**config.mk**
```make
export PLATFORM = sky130hd
export DESIGN_NAME = addr_gen_unit
export DESIGN_NICKNAME = d
export VERILOG_FILES = /design/src/rtl/addr_gen_unit.sv
export SDC_FILE = /design/constraint.sdc
export NUM_CORES = 1
export LEC_CHECK = 0
export BUFFER_PORTS_ARGS = -buffer_cell sky130_fd_sc_hd__buf_2
export CAP_MARGIN = 20
export CELL_PAD_IN_SITES_DETAIL_PLACEMENT = 0
export CELL_PAD_IN_SITES_GLOBAL_PLACEMENT = 1
export CORE_ASPECT_RATIO = 0.6
export CORE_MARGIN = 2
export CORE_UTILIZATION = 39
export CTS_CLUSTER_SIZE = 24
export DETAILED_ROUTE_END_ITERATION = 6
export GPL_TIMING_DRIVEN = 0
export PLACE_DENSITY_LB_ADDON = 0.08
export SYNTH_ARGS = -nofsm -noshare
export SYNTH_HDL_FRONTEND = slang
export SYNTH_SLANG_ARGS = --single-unit
```
**constraint.sdc**
```tcl
create_clock -name clk -period 5.8 [get_ports clk]
set_input_delay 1.16 -clock clk [delete_from_list [all_inputs] [get_ports clk]]
set_output_delay 1.16 -clock clk [all_outputs]
set_load 0.1 [all_outputs]
```
**src/rtl/addr_gen_unit.sv**
```systemverilog
module addr_gen_unit #(
  parameter int NPTR = 4,
  parameter int OW   = 16,
  parameter int PAW  = 20,
  localparam int SW  = (NPTR > 1) ? $clog2(NPTR) : 1,
  localparam int SHF = PAW - OW
) (
  input  logic           clk,
  input  logic           rst_n,
  input  logic           req,
  input  logic [2:0]     mode,
  input  logic           seg_en,
  input  logic           step_word,
  input  logic [PAW-1:0] addr_field,
  input  logic [SW-1:0]  ptr_sel,
  input  logic [OW-1:0]  ptr_val,
  input  logic [OW-1:0]  idx_val,
  input  logic [OW-1:0]  seg_val,
  output logic           addr_valid,
  output logic [PAW-1:0] phys_addr,
  output logic           wb_en,
  output logic [SW-1:0]  wb_sel,
  output logic [OW-1:0]  wb_data
);

  localparam logic [2:0] M_FULL  = 3'd0;
  localparam logic [2:0] M_RDIR  = 3'd1;
  localparam logic [2:0] M_IND   = 3'd2;
  localparam logic [2:0] M_PREI  = 3'd3;
  localparam logic [2:0] M_PRED  = 3'd4;
  localparam logic [2:0] M_POSTI = 3'd5;
  localparam logic [2:0] M_POSTD = 3'd6;
  localparam logic [2:0] M_IDX   = 3'd7;

  logic [OW-1:0]  step, ptr_inc, ptr_dec, ptr_new, offset;
  logic [PAW-1:0] seg_base, reloc, next_addr;
  logic           automod;

  assign step    = step_word ? OW'(2) : OW'(1);
  assign ptr_inc = ptr_val + step;
  assign ptr_dec = ptr_val - step;
  assign automod = (mode >= M_PREI) && (mode <= M_POSTD);
  assign ptr_new = (mode == M_PREI || mode == M_POSTI) ? ptr_inc : ptr_dec;

  always_comb begin
    unique case (mode)
      M_RDIR:  offset = addr_field[OW-1:0];
      M_IND:   offset = ptr_val;
      M_PREI:  offset = ptr_inc;
      M_PRED:  offset = ptr_dec;
      M_POSTI: offset = ptr_val;
      M_POSTD: offset = ptr_val;
      M_IDX:   offset = addr_field[OW-1:0] + idx_val;
      default: offset = '0;
    endcase
  end

  assign seg_base  = seg_en ? {seg_val, {SHF{1'b0}}} : '0;
  assign reloc     = seg_base + {{SHF{1'b0}}, offset};
  assign next_addr = (mode == M_FULL) ? addr_field : reloc;

  always_ff @(posedge clk) begin
    if (!rst_n) begin
      addr_valid <= 1'b0;
      phys_addr  <= '0;
      wb_en      <= 1'b0;
      wb_sel     <= '0;
      wb_data    <= '0;
    end else begin
      addr_valid <= req;
      wb_en      <= req && automod;
      if (req) begin
        phys_addr <= next_addr;
        wb_sel    <= ptr_sel;
        wb_data   <= ptr_new;
      end
    end
  end

endmodule


```
==> After elaboration in Yosys (flattened, before gate mapping) <==
Index checks and enable logic that the tools add are counted.
{ "word_totals": {"register_bits": 40, "input_bits": 78, "wordCells": 28} }
{ "classes": {"addsub": 4, "magnitude_cmp": 2, "n_eq_ne": 7, "n_mux": 5, "reduce_logical": 5} }
{ "op_table": {"columns": ["op", "count"], "rows": [
  ["$pmux W16 S5", 1],
  ["$mux W20", 2],
  ["$add A20 B16 Y20", 1],
  ["$add A16 B16 Y16", 1],
  ["$add A16 B2 Y16", 1],
  ["$mux W16", 1],
  ["$sub A16 B2 Y16", 1],
  ["$eq A3 B3 Y1 const B", 4],
  ["$eq A3 B2 Y1 const B", 2],
  ["$eq A3 B1 Y1 const B", 1],
  ["$ge A3 B2 Y1 const B", 1],
  ["$le A3 B3 Y1 const B", 1],
  ["$logic_not A3 Y1", 1],
  ["$reduce_or A3 Y1", 1],
  ["$logic_and A1 B1 Y1", 2],
  ["$mux W2", 1],
  ["$logic_or A1 B1 Y1", 1]
]} }

==> Logic depth before layout (Yosys ltp) <==
Gate-level depths: netlist of run 1.
{ "logic_depth": {"word_depth": 5, "depth_mapped": 18} }

==> Worst setup path after synthesis of run 1 <==
No wires, ideal clock.
{ "synth_path": {"path_kind": "in2reg", "from": "input step_word", "to": "register phys_addr[19]", "arrival_time_ps": 5092, "t_required_ps": 5742, "path_slack_ps": 650, "path_stages": 16, "path_cell_list": "inv_1 ha_1 inv_1 fa_1 or4_4 or2_1 buf_6 or3_4 a32o_1 a221oi_2 o21ai_1 ha_1 a21o_1 o41ai_1 mux2_2 nand2_1"} }
{ "synth_between": {"elab_chain_cells": 5, "elab_cells_between_ends": 6, "classes_between": "3 x add/sub; 3 x mux"} }
{ "synth_lines": {"columns": ["item", "line", "rtl"], "rows": [
  ["from (decl)", "13", "input logic step_word,"],
  ["$mux W2 *", "39", "assign step = step_word ? OW'(2) : OW'(1);"],
  ["$sub A16 B2 Y16 / $add A16 B2 Y16 (equally long branches)", "41, 40", null],
  ["$pmux W16 S5 *", "46", "unique case (mode)"],
  ["$add A20 B16 Y20 *", "59", "assign reloc = seg_base + {{SHF{1'b0}}, offset};"],
  ["$mux W20 *", "60", "assign next_addr = (mode == M_FULL) ? addr_field : reloc;"],
  ["to (signal assigned)", "73", "phys_addr <= next_addr;"],
  ["to (decl)", "20", "output logic [PAW-1:0] phys_addr,"]
]} }
Every way passes the cells marked *; elsewhere a longest branch is shown, timed or not.
A chain may end at the register's enable or synchronous reset.

==> Worst setup path in the final report of run 1 <==
{ "layout_path": {"from": "input step_word", "to": "register phys_addr[17]"} }
Same word-level chain as after synthesis.

==> flow_summary.json, run 1 <==
{
  "cp-end-kind": "register",
  "slew_violations": 0,
  "cts_buffer_depth": 2,
  "max_slew_margin_pct": 32.5,
  "syn_nets": 763,
  "n_antenna_cell": 0,
  "clkSlewWorstSetupHoldPaths_ps": 60,
  "fin_cells": 931,
  "root_buffer": "clkbuf_16",
  "synth_cells": 650,
  "hold_path_class": "register to register",
  "critPathLaunchType": "input pin",
  "fin_crit_ps": 5620,
  "start_util_pct": 40.7,
  "worstMarginPinSlew_ps": 1000,
  "wl_um": 20000,
  "io_buffers": 112,
  "max-vdd-ir-drop_v": 0.000108,
  "synth_top_cells_by_count": "nor2_1, nand2_1, o21ai_0, a21oi_1, dfxtp_1",
  "fillers": 1235,
  "synth_edf_count": 0,
  "status": "finished clean",
  "holdBufCountCts": 0,
  "critical_path_class": "input pin to register",
  "async_reset_ff_share_pct": 0,
  "cts.sinks": 40,
  "htreeDepth": 2,
  "synthTopCellsByArea": "dfxtp_1, ha_1, mux2i_1, o21ai_0, nor2_1",
  "place_inst": 922,
  "clk_latency_ps": 290,
  "synth-seq-cells": 40,
  "core-area_um2": 11500,
  "synth_area_um2": 4690,
  "arrival_ps": 5860,
  "synth_most_common_cell": "nor2_1",
  "max_freq_mhz": 178,
  "whs_ps": 485,
  "cts_tree": "done",
  "yosys_warnings": 0,
  "ys_types": 64,
  "ant_nets": 0,
  "fin_ws_ps": 182,
  "synth_top_area_cell": "dfxtp_1",
  "fp.dieW_um": 146,
  "layout-drive-gt1-share_pct": 17.9,
  "grt_max_degree": 14,
  "cp_data_required_time_ps": 6040,
  "stdcell_area_um2": 5660,
  "dpl.hpwl_um": 16200,
  "cts_buffers": 5,
  "multiInputGateArea_um2": 3640,
  "fin_nets": 883,
  "avgSynthCellArea_um2": 7.22,
  "r2r_setup_slack_ps": 4620,
  "dp_slack_ps": -373,
  "netlist.area_leader.share_pct": 17.1,
  "placed_cell_area_um2": 5460,
  "wl_per_cell_um": 21.5,
  "hold_violations": 0,
  "finalSetupViolCount": 0,
  "pwr_density_cell_nw_per_um2": 226,
  "grt_use_total_pct": 30.6,
  "cp_max_fo": 7,
  "gp_congestion": 0.961,
  "dr.first_iter.drc_count": 566,
  "power_uw": 1280,
  "drcViolationCount": 0,
  "skew_ps": 0,
  "rows": 30,
  "vias_per_cell": 5.97,
  "synthToLayoutAreaGrowth_pct": 20.5,
  "antenna_found_initial": 0,
  "io_pins": 118,
  "grt_pass1_vias": 5007,
  "drt-pass1-iter-count": 5,
  "fp.dieArea_um2": 13000,
  "die_h_um": 89.0,
  "overflow": 0,
  "ys.flop_type": "dfxtp_1",
  "p_leak_uw": 0.00243,
  "grt_pass1_wl_um": 29900,
  "layout_worst_path_cycle_share_pct": 96.9,
  "ys_seq_area_share_pct": 17.1,
  "vias": 5557,
  "final-seq-area_um2": 801,
  "drv_cap": 0
}
-- flip-flops by register name (all words and copies together) (netlist names) --
name and cells:
addr_valid 1, wb_data 16, phys_addr 20, wb_en 1, wb_sel 2
-- repair_timing --
action / 4_1_cts / 5_1_grt
gates resized for setup: 1 / 4
pin swaps: 0 / 1
setup buffers: 0 / 1
endpoints found under the setup margin: 2 / 6
-- layout make-up --
cell class | count | area share [%]
clock inverters | 2 | 0.686
repair buffers | 113 | 10.0
clock buffers | 6 | 2.46
plain buffers | 46 | 3.21
flip-flops and latches | 40 | 14.2
well taps | 160 | 3.54
multi-input cells | 541 | 64.4
inverters | 23 | 1.53
-- power breakdown --
group	leakage, µW	internal, µW	switching (µW)
Sequential	0.000331	299	12.0
Combinational	0.00201	180	444
Clock	0.0000871	216	125
-- per-stage QoR --
stage                     setup TNS (ps)  utilization (%)
after floorplan                        0                -
after global placement              -898             47.3
after detailed placement           -1020             47.3
after CTS                              0             48.9
after global routing               -41.7             49.1
final                                  0             49.1
-- worst max-delay path, cell delays in order --
cell	delay (ps)
buf_2	130
inv_1	150
ha_1	210
inv_1	60
fa_1	500
or4_4	640
or2_1	240
buf_6	140
nor3_1	210
o2bb2ai_1	120
a211oi_2	330
o21ai_0	210
ha_1	420
a21oi_1	210
o21ai_1	200
o41ai_2	350
buf_4	170
mux2_2	330
nand2_1	50
-- cell usage in the layout, fill, tap and decap left out, types with 6 or more instances in the layout --
cell type / n
clkbuf_1: 36
nand2_1: 57
mux2_2: 6
xor2_1: 9
a211oi_1: 10
inv_1: 21
buf_2: 113
o22ai_1: 7
buf_1: 8
a21o_1: 8
nand3_1: 27
mux2i_1: 32
nand4_1: 6
ha_1: 31
nand2b_1: 8
nor3_1: 13
o221ai_1: 6
or3_1: 9
nor2_1: 61
nor4_1: 7
dfxtp_1: 40
xnor2_1: 26
a31oi_1: 12
and2_1: 12
o211ai_1: 10
a21oi_1: 40
and3_1: 6
nor2b_1: 9
o21ai_0: 49
-- cell families after synthesis --
| family | after synthesis | synth area share, % |
|---|---|---|
| multiplexers | 38 | 8.26 |
| AO/OA/AOI/OAI | 201 | 28.2 |
| flip-flops | 40 | 17.1 |
| AND/OR/NAND/NOR | 232 | 24.3 |
| XOR/XNOR | 35 | 6.53 |
| buffers and inverters | 69 | 5.70 |
| adder cells (fa/ha/maj) | 35 | 9.97 |
-- final timing paths --
kind | from | endpoint | cells past startpoint
max reg2reg | phys_addr[17] | phys_addr[17] | 5
min | wb_data[0] | wb_data[0] | 2
max | step_word | phys_addr[17] | 19
min reg2reg | wb_data[0] | wb_data[0] | 2
-- routing by layer --
layer  part of all wire (%)  track usage (%)  up-vias
met4                   0.99             5.26        0
li1                       -                -     2645
met1                     51             47.3     2614
met5                      0                0        -
met2                     36             40.5      279
met3                     12             9.95       19
Note: power is estimated with default switching activity, not from simulation.
==> run 2: changes to the inputs <==
--- a/config.mk
+++ b/config.mk
@@ -5,7 +5,7 @@
 export SDC_FILE = /design/constraint.sdc
 export NUM_CORES = 1
 export LEC_CHECK = 0
-export BUFFER_PORTS_ARGS = -buffer_cell sky130_fd_sc_hd__buf_2
+export BUFFER_PORTS_ARGS = -buffer_cell sky130_fd_sc_hd__clkbuf_2
 export CAP_MARGIN = 20
 export CELL_PAD_IN_SITES_DETAIL_PLACEMENT = 0
 export CELL_PAD_IN_SITES_GLOBAL_PLACEMENT = 1
@@ -16,6 +16,7 @@
 export DETAILED_ROUTE_END_ITERATION = 6
 export GPL_TIMING_DRIVEN = 0
 export PLACE_DENSITY_LB_ADDON = 0.08
+export SETUP_SLACK_MARGIN = 0.5
 export SYNTH_ARGS = -nofsm -noshare
 export SYNTH_HDL_FRONTEND = slang
 export SYNTH_SLANG_ARGS = --single-unit
==> flow_summary.json, run 2 (same netlist as run 1, synthesis figures left out) <==
{
  "status": "finished clean",
  "root_buffer": "clkbuf_16",
  "pwr_density_cell_nw_per_um2": 224,
  "grt_use_total_pct": 30.4,
  "core-area_um2": 11500,
  "htreeDepth": 2,
  "io_pins": 118,
  "overflow": 0,
  "n_antenna_cell": 0,
  "fin_crit_ps": 5150,
  "rsz0062_at_grt": "false",
  "top_register": "phys_addr",
  "holdBufCountCts": 0,
  "wl_um": 20100,
  "synthToLayoutAreaGrowth_pct": 23.0,
  "cp_max_fo": 7,
  "dpl.hpwl_um": 16200,
  "layout-drive-gt1-share_pct": 20.5,
  "gp_congestion": 0.952,
  "worstMarginPinSlew_ps": 1050,
  "grt_max_degree": 15,
  "cts_buffers": 5,
  "max_slew_margin_pct": 29.3,
  "arrival_ps": 5390,
  "finalSetupViolCount": 0,
  "cts.sinks": 40,
  "final_cell_mix": "clkbuf_2, nor2_1, nand2_1",
  "clkSlewWorstSetupHoldPaths_ps": 70,
  "fp.dieArea_um2": 13000,
  "fp.dieW_um": 146,
  "layout_worst_path_cycle_share_pct": 88.9,
  "largest_register_ffs": 20,
  "cts_tree": "done",
  "p_leak_uw": 0.00247,
  "reg.largest.list": "phys_addr: 20 flops, wb_data: 16 flops, wb_sel: 2 flops",
  "vias_per_cell": 5.98,
  "clk_latency_ps": 280,
  "max-vdd-ir-drop_v": 0.000124,
  "start_util_pct": 40.7,
  "die_h_um": 89.0,
  "hold_path_class": "register to register",
  "antenna_found_initial": 0,
  "grt_pass1_vias": 5013,
  "rows": 30,
  "drv_cap": 0,
  "dr.first_iter.drc_count": 719,
  "cp_data_required_time_ps": 6040,
  "vias": 5623,
  "fillers": 1215,
  "max_freq_mhz": 194,
  "fin_nets": 893,
  "stdcell_area_um2": 5780,
  "placed_cell_area_um2": 5460,
  "drcViolationCount": 0,
  "critical_path_class": "input pin to register",
  "cp-end-kind": "register",
  "critPathLaunchType": "input pin",
  "hold_violations": 0,
  "wl_per_cell_um": 21.3,
  "cts_buffer_depth": 2,
  "skew_ps": 0,
  "slew_violations": 0,
  "ant_nets": 0,
  "drt-pass1-iter-count": 5,
  "io_buffers": 112,
  "grt_pass1_wl_um": 29700,
  "utilization_pct": 50.1,
  "layout_commonest_cell": "clkbuf_2"
}
## run 2: worst max-delay path, stage by stage
cell      delay, ps
buf_2           130
inv_2            90
ha_4            140
inv_1            50
fa_2            420
or4_4           520
or2_1           260
buf_6           140
or3_4           340
a32o_2          260
a221oi_2        270
o21ai_2         120
ha_1            360
a21o_1          250
o41ai_2         320
buf_4           170
mux2_2          320
nand2_1          60
## run 2: metrics by stage
stage	std cells	hold WS [ps]	worst slack, ps	setup TNS, ps	power [µW]
finish	941	494	646	0	1290
floorplan	650	915	650	0	763
global placement	922	469	-331	-938	919
CTS	936	490	554	0	1270
global route	941	519	510	0	1350
detailed placement	922	482	-290	-764	926
## run 2: report_power, final
| group | leakage [µW] | internal (µW) | switching (µW) |
|---|---|---|---|
| clock | 0.0000804 | 205 | 131 |
| combinational | 0.00206 | 191 | 452 |
| sequential | 0.000331 | 298 | 13.3 |
| total | 0.00247 | 694 | 597 |
## run 2: path summary, 6_finish.rpt
kind / from / end / slack (ps) / cells past startpoint
setup / recovery: step_word / phys_addr[19] / 650 / 18
hold / removal: wb_data[2] / wb_data[2] / 490 / 2
setup reg to reg: phys_addr[19] / phys_addr[19] / 4670 / 5
hold reg to reg: wb_data[2] / wb_data[2] / 490 / 2
## run 2: area by class of cell
class	count	area, µm²	area share, %
plain buffers	46	181	3.14
repair buffers	123	643	11.1
clock inverters	3	46.3	0.802
multi-input cells	541	3690	63.9
well taps	160	200	3.47
inverters	23	86.3	1.49
clock buffers	5	125	2.17
flip-flops and latches	40	801	13.9
## run 2: timing repair
item | CTS | global route
buffers inserted | 6 | 5
resized for setup | 10 | 12
setup endpoints to repair | 7 | 9
pin swaps | 4 | 10
hold endpoints to repair | 0 | 0
## run 2: layer usage
metal	track usage, %	wire length [µm]	vias to the layer above
met1	46.9	9940	2601
met4	7.31	386	0
li1	-	-	2671
met5	0	0	-
met3	10.0	2670	29
met2	39.3	7070	322
